[src/rtl/uart_tx_pkg.sv]
package uart_tx_pkg;
  typedef enum logic [2:0] {
    CMD_NOP     = 3'd0,
    CMD_ENABLE  = 3'd1,
    CMD_DISABLE = 3'd2,
    CMD_ABORT   = 3'd3,
    CMD_BRK_ON  = 3'd4,
    CMD_BRK_OFF = 3'd5
  } tx_cmd_e;

  typedef enum logic [1:0] {
    PAR_NONE  = 2'd0,
    PAR_EVEN  = 2'd1,
    PAR_ODD   = 2'd2,
    PAR_NONE3 = 2'd3
  } parity_e;

  typedef struct packed {
    logic [1:0] len_code;
    parity_e    par;
    logic       two_stop;
  } tx_fmt_t;
endpackage

[src/rtl/uart_tx_fifo.sv]
module uart_tx_fifo #(
  parameter int WIDTH = 8,
  parameter int DEPTH = 8
) (
  input  logic                       clk_i,
  input  logic                       rst_ni,
  input  logic                       flush_i,
  input  logic                       push_i,
  input  logic [WIDTH-1:0]           data_i,
  input  logic                       pop_i,
  output logic [WIDTH-1:0]           data_o,
  output logic                       empty_o,
  output logic                       full_o,
  output logic [$clog2(DEPTH+1)-1:0] count_o
);
  localparam int AW = (DEPTH > 1) ? $clog2(DEPTH) : 1;
  localparam int CW = $clog2(DEPTH+1);

  logic [WIDTH-1:0] mem_q [DEPTH];
  logic [AW-1:0]    wr_ptr_q, rd_ptr_q;
  logic [CW-1:0]    cnt_q;
  logic             do_push, do_pop;

  assign empty_o = (cnt_q == '0);
  assign full_o  = (cnt_q == CW'(DEPTH));
  assign count_o = cnt_q;
  assign data_o  = mem_q[rd_ptr_q];
  assign do_push = push_i && !full_o && !flush_i;
  assign do_pop  = pop_i && !empty_o && !flush_i;

  function automatic logic [AW-1:0] nxt(input logic [AW-1:0] p);
    return (p == AW'(DEPTH-1)) ? '0 : p + AW'(1);
  endfunction

  always_ff @(posedge clk_i) begin
    if (do_push) mem_q[wr_ptr_q] <= data_i;
  end

  always_ff @(posedge clk_i or negedge rst_ni) begin
    if (!rst_ni) begin
      wr_ptr_q <= '0;
      rd_ptr_q <= '0;
      cnt_q    <= '0;
    end else if (flush_i) begin
      wr_ptr_q <= '0;
      rd_ptr_q <= '0;
      cnt_q    <= '0;
    end else begin
      if (do_push) wr_ptr_q <= nxt(wr_ptr_q);
      if (do_pop)  rd_ptr_q <= nxt(rd_ptr_q);
      case ({do_push, do_pop})
        2'b10:   cnt_q <= cnt_q + CW'(1);
        2'b01:   cnt_q <= cnt_q - CW'(1);
        default: cnt_q <= cnt_q;
      endcase
    end
  end
endmodule

[src/rtl/uart_tx_shifter.sv]
module uart_tx_shifter
  import uart_tx_pkg::*;
#(
  parameter int DATA_W = 8,
  parameter int OSR    = 16
) (
  input  logic              clk_i,
  input  logic              rst_ni,
  input  logic              abort_i,
  input  logic              tick_i,
  input  logic              avail_i,
  input  logic [DATA_W-1:0] data_i,
  input  tx_fmt_t           fmt_i,
  output logic              pop_o,
  output logic              done_o,
  output logic              busy_o,
  output logic              line_o
);
  localparam int FRAME_W = DATA_W + 4;
  localparam int TW      = $clog2(OSR);
  localparam int BW      = $clog2(FRAME_W + 1);

  logic               busy_q;
  logic [FRAME_W-1:0] shift_q, frame_d;
  logic [TW-1:0]      tick_q;
  logic [BW-1:0]      bit_q, last_q, last_d;
  logic               bit_end, finish, start;

  // whole frame assembled at load time, then shifted out LSB first
  always_comb begin
    logic [BW-1:0]     nd, pos;
    logic [DATA_W-1:0] mask;
    logic              par_bit;
    nd   = BW'(5) + BW'(fmt_i.len_code);
    mask = '0;
    for (int i = 0; i < DATA_W; i++) if (i < int'(nd)) mask[i] = 1'b1;
    par_bit = ^(data_i & mask);
    if (fmt_i.par == PAR_ODD) par_bit = ~par_bit;
    frame_d    = '1;
    frame_d[0] = 1'b0;
    for (int i = 0; i < DATA_W; i++) if (mask[i]) frame_d[i+1] = data_i[i];
    pos = nd + BW'(1);
    if (fmt_i.par == PAR_EVEN || fmt_i.par == PAR_ODD) begin
      frame_d[pos] = par_bit;
      pos          = pos + BW'(1);
    end
    last_d = pos + BW'(fmt_i.two_stop);
  end

  assign bit_end = busy_q && tick_i && (tick_q == TW'(OSR-1));
  assign finish  = bit_end && (bit_q == last_q);
  assign start   = (!busy_q || finish) && avail_i && !abort_i;
  assign pop_o   = start;
  assign done_o  = finish && !abort_i;
  assign busy_o  = busy_q;
  assign line_o  = busy_q ? shift_q[0] : 1'b1;

  always_ff @(posedge clk_i or negedge rst_ni) begin
    if (!rst_ni) begin
      busy_q  <= 1'b0;
      shift_q <= '1;
      tick_q  <= '0;
      bit_q   <= '0;
      last_q  <= '0;
    end else if (abort_i) begin
      busy_q  <= 1'b0;
      shift_q <= '1;
      tick_q  <= '0;
      bit_q   <= '0;
    end else if (start) begin
      busy_q  <= 1'b1;
      shift_q <= frame_d;
      tick_q  <= '0;
      bit_q   <= '0;
      last_q  <= last_d;
    end else if (finish) begin
      busy_q  <= 1'b0;
      tick_q  <= '0;
    end else if (busy_q && tick_i) begin
      if (bit_end) begin
        tick_q  <= '0;
        bit_q   <= bit_q + BW'(1);
        shift_q <= {1'b1, shift_q[FRAME_W-1:1]};
      end else begin
        tick_q  <= tick_q + TW'(1);
      end
    end
  end
endmodule

[src/rtl/uart_tx_core.sv]
module uart_tx_core
  import uart_tx_pkg::*;
#(
  parameter int DEPTH  = 8,
  parameter int DATA_W = 8,
  parameter int OSR    = 16
) (
  input  logic              clk_i,
  input  logic              rst_ni,
  input  logic              wr_i,
  input  logic [DATA_W-1:0] wr_data_i,
  input  logic              cmd_valid_i,
  input  logic [2:0]        cmd_i,
  input  logic [1:0]        data_bits_i,
  input  logic [1:0]        parity_i,
  input  logic              two_stop_i,
  input  logic              tick16_i,
  output logic              txd_o,
  output logic              tx_ready_o,
  output logic              tx_empty_o
);
  localparam int CW = $clog2(DEPTH+1);

  logic              enabled_q, empty_q, brk_q;
  logic              is_en, is_dis, is_abort, is_brk_on, is_brk_off;
  logic              push, pop, done, busy, line;
  logic              fifo_empty, fifo_full;
  logic [DATA_W-1:0] head;
  logic [CW-1:0]     fifo_cnt;
  tx_fmt_t           fmt;
  tx_cmd_e           cmd;

  assign cmd        = tx_cmd_e'(cmd_i);
  assign is_en      = cmd_valid_i && (cmd == CMD_ENABLE);
  assign is_dis     = cmd_valid_i && (cmd == CMD_DISABLE);
  assign is_abort   = cmd_valid_i && (cmd == CMD_ABORT);
  assign is_brk_on  = cmd_valid_i && (cmd == CMD_BRK_ON);
  assign is_brk_off = cmd_valid_i && (cmd == CMD_BRK_OFF);

  assign fmt  = '{len_code: data_bits_i, par: parity_e'(parity_i), two_stop: two_stop_i};
  assign push = wr_i && enabled_q && !fifo_full && !is_abort;

  uart_tx_fifo #(.WIDTH(DATA_W), .DEPTH(DEPTH)) u_fifo (
    .clk_i   (clk_i),
    .rst_ni  (rst_ni),
    .flush_i (is_abort),
    .push_i  (push),
    .data_i  (wr_data_i),
    .pop_i   (pop),
    .data_o  (head),
    .empty_o (fifo_empty),
    .full_o  (fifo_full),
    .count_o (fifo_cnt)
  );

  uart_tx_shifter #(.DATA_W(DATA_W), .OSR(OSR)) u_shift (
    .clk_i   (clk_i),
    .rst_ni  (rst_ni),
    .abort_i (is_abort),
    .tick_i  (tick16_i),
    .avail_i (!fifo_empty),
    .data_i  (head),
    .fmt_i   (fmt),
    .pop_o   (pop),
    .done_o  (done),
    .busy_o  (busy),
    .line_o  (line)
  );

  always_ff @(posedge clk_i or negedge rst_ni) begin
    if (!rst_ni) begin
      enabled_q <= 1'b0;
      empty_q   <= 1'b1;
      brk_q     <= 1'b0;
    end else if (is_abort) begin
      enabled_q <= 1'b0;
      empty_q   <= 1'b1;
      brk_q     <= 1'b0;
    end else begin
      if (is_en)           enabled_q <= 1'b1;
      else if (is_dis)     enabled_q <= 1'b0;
      if (is_brk_on)       brk_q <= 1'b1;
      else if (is_brk_off) brk_q <= 1'b0;
      // an accepted write outranks both set conditions
      if (push)                    empty_q <= 1'b0;
      else if (is_en)              empty_q <= 1'b1;
      else if (done && fifo_empty) empty_q <= 1'b1;
    end
  end

  assign txd_o      = brk_q ? 1'b0 : line;
  assign tx_ready_o = enabled_q && !fifo_full;
  assign tx_empty_o = empty_q;
endmodule

[config.mk]
export PLATFORM = sky130hd
export DESIGN_NAME = uart_tx_core
export DESIGN_NICKNAME = d
export VERILOG_FILES = /design/src/rtl/uart_tx_pkg.sv /design/src/rtl/uart_tx_fifo.sv /design/src/rtl/uart_tx_shifter.sv /design/src/rtl/uart_tx_core.sv
export SDC_FILE = /design/constraint.sdc
export NUM_CORES = 1
export LEC_CHECK = 0
export CORE_MARGIN = 5
export CORE_UTILIZATION = 60
export CTS_BUF_LIST = sky130_fd_sc_hd__clkbuf_16
export DETAILED_ROUTE_END_ITERATION = 16
export PLACE_DENSITY_LB_ADDON = 0.05
export SYNTH_ARGS = -nofsm -noshare
export SYNTH_HDL_FRONTEND = slang
export SYNTH_SLANG_ARGS = --single-unit
[constraint.sdc]
create_clock -name clk_i -period 3.2 [get_ports clk_i]
set_input_delay 0.48 -clock clk_i [delete_from_list [all_inputs] [get_ports clk_i]]
set_output_delay 0.48 -clock clk_i [all_outputs]
set_load 0.01 [all_outputs]
==> impl_results.md <==
- Layout cell share with drive strength beyond 1: 17.1%
- Synth-to-layout area growth: 14.0%
- CP Launch Type: flip-flop
- Count of final max-slew check failures: 0
- Routed len/inst: 17.7 microns
- Post-synthesis sequential area ratio: around 58%
- Hold crit path type: in2async
- Int Pwr: a little over 3 mW
- Tcrit/Tclk final: 88.3%
- Clock Path Buffers: 2
- Die Y: between 100 and 150 microns
- Clk_lat worst skew: around 0.34 ns
- CP Max Fanout: 17
- CTS tree: yes
- Core area: 0.00818 sq mm
- Most frequent CP cell: xnor3_2
- Hold-fix buffer count after cts: 0
- Switching power: 1.50 mW
- CP endpoint: u_shift.shift_q[4]
- Clk slew on worst S/H paths: 0.07 ns
- Place WS: 0.193 ns
- Post-DR vias/cell: 5.80
- RSZ-0062 raised after global routing: false
- FMAX: between 300 and 400 MHz
- All-Layer GR Usage: 20.3%
- Critical path's largest stage delay: 0.77 ns
- Initial antenna violation count: 0
- Worst Clk Skew: ~0.0081 ns
- Worst Path Buf+Inv: 0
- CP cell instances: mux4_1, mux2i_1, xnor3_2, xnor3_2, o32ai_1, o21ai_1
- Final ANT Viol Nets: 0
- Clock share of power: 23.5%
- Syn avg cell area: 13.1 sq um
- Crit path DAT: between 3 and 4 ns
- Port Buffers: 23
- Fillers: between 500 and 600
- Synth Cell Area: around 0.0050 sq mm
- Number of H-tree levels: 3
- I/O Pins: 24
- Post-synth EDFFs: 64
- Post-route DRC: 0
- Leading area contributor after synthesis: edfxtp_1
- Critical R2R Launch: u_fifo.rd_ptr_q[2]
- Asr flop ratio synth: a little under two fifths
- R2r worst-path depth: 6
- TritonCTS Sinks: 102
- Pwr Density: 793 mW/mm^2
- Largest net degree at the start of global routing: 39
- Reg-to-reg setup timing slack: 0.38 ns
- Library cells used by synthesis: 56
- Reg2reg end: u_shift.shift_q[4]
- Critical Path Slowest Stage Cell: dfrtp_1
- HPWL Detailed: 6430 microns
- Initial DRT Pass Iterations: 4
- Initial DRC count: 103
- LEAKAGE: 2.18 nW
- Peak VDD IR: 0.000437 V
- Combinational share of power: 33.7%
- Pwr Total: about 4.5 mW
- Nets: 464
- Crit path depth: 6
- TNS Setup: 0 ns
- Post-synth top cells: 64 x edfxtp_1, 33 x nor2_1, 29 x nand2_1
- MaxCap Viol Count: 0
- N_diodes: 0
- Drt total wl: 9420 microns
- Final setup fails: 0
- Synth area leaders: edfxtp_1 38%, dfrtp_1 13%, dfstp_2 6.8%
- Sw Ratio: roughly 33%
- DIE AREA: 0.0103 sq mm
- Worst Slack Setup Final: 0.376 ns
- Worst Setup SP: u_fifo.rd_ptr_q[2]
- First-pass GRT wire length: between 15,000 and 20,000 microns
- Final GP Congestion: 0.891
- Die W: 101 microns
- Mapped Cells: around 380
- Top-count cell post-synth: edfxtp_1
- Cell family with most CP delay: XOR/XNOR gates
- Top FF cell, synth: edfxtp_1
- Clk root buf: clkbuf_16
- Cts repair resizes: 0
- Synthesized netlist net count: about 420
- Final hold violations: 0
- Gr ovfl total: 0
- Sequential Power Share: 42.8%
- Yosys warns: 0
- Row count: 33
- Starting Density: about 60%
- Endpoint type of the worst setup path: flip-flop
- Fin crit period: 2.82 ns
- Inserted Clock Buffers: 9
- Slew HR: 45.2%
- Vias in the first global route: about 3.1k
- Top-area cell type share of the netlist area: 38.5%
- #FFs+latches synth: 102
- DR vias: 3,086
- WS Path Type: reg2reg
- Worst Tran Pin Value: 0.822 ns
- CP Data Required Time: 3.46 ns
- Post-CTS setup buffer count: 0
- Status: completed
cells by family (layout without fill, tap and decap cells):
group	Yosys count	in the layout	share of synthesized area [%]
mux	35	35	10.5
flops	102	102	57.8
buf+inv	29	74	3.11
compound gates	65	65	8.24
simple gates	104	104	9.74
xor+xnor	26	26	5.31
fa+ha+maj	21	21	5.26
power groups by stage:
stage	Combinational (mW)	Clock (mW)	Sequential (mW)
2_1_floorplan	1.22	0	1.86
3_3_place_gp	1.51	0	1.95
3_5_place_dp	1.52	0	1.96
4_1_cts	1.53	1.09	1.93
5_1_grt	1.70	1.15	1.98
6_report	1.52	1.06	1.93
metrics by stage:
stage	hold WS (ns)	cells	utilization [%]	area [sq um]
4_1_cts	0.263	532	69.7	5700
6_report	0.233	532	69.7	5700
5_1_grt	0.299	532	69.7	5700
3_3_place_gp	0.460	516	66.1	5410
2_1_floorplan	0.184	382	-	5000
3_5_place_dp	0.465	516	66.1	5410
registers in the layout (all words and copies together), names as in the netlist:
signal / flops
u_fifo.mem_q: 64
u_fifo.rd_ptr_q: 3
enabled_q: 1
u_fifo.wr_ptr_q: 3
tx_empty_o: 1
brk_q: 1
u_shift.shift_q: 12
u_fifo.count_o: 4
u_shift.last_q: 4
u_shift.busy_o: 1
u_shift.tick_q: 4
u_shift.bit_q: 4
metal layers:
layer  vias up  part of all wire, %  global-route usage [%]
li1       1497                    -                       -
met1      1531                   45                    27.3
met2        47                   50                    33.9
met4         0                  1.4                    5.83
met5         -                    0                       0
met3        11                  3.3                    3.72
how the worst min path moves through the flow:
stage | from | to | slack (ns) | cells after the start
floorplan | rst_ni | brk_q | 0.18 | 0
global placement | u_shift.shift_q[4] | u_shift.shift_q[4] | 0.46 | 2
detailed placement | u_shift.shift_q[4] | u_shift.shift_q[4] | 0.47 | 2
CTS | rst_ni | u_shift.last_q[1] | 0.26 | 1
global route | rst_ni | u_shift.bit_q[3] | 0.30 | 1
finish | rst_ni | u_shift.bit_q[2] | 0.23 | 1
layout make-up:
| type | count | area, sq um | share of cell area [%] |
|---|---|---|---|
| Multi-Input combinational cell | 251 | 1950 | 34.3 |
| Clock inverter | 7 | 66.3 | 1.16 |
| Sequential cell | 102 | 2890 | 50.7 |
| Clock buffer | 9 | 225 | 3.95 |
| Tap cell | 105 | 131 | 2.31 |
| Inverter | 15 | 58.8 | 1.03 |
| Timing Repair Buffer | 43 | 375 | 6.59 |
cells in the final DEF, fill, tap and decap left out, types with 11 or more instances in the layout:
master and instances:
a21oi_1 24, buf_4 20, clkdlybuf4s50_1 22, dfrtp_1 25
dfstp_2 13, edfxtp_1 64, ha_1 21, inv_1 14
mux2i_1 15, nand2_1 29, nand3_1 11, nor2_1 33
xnor2_1 14
No activity file was read; power rests on OpenSTA's default activity.
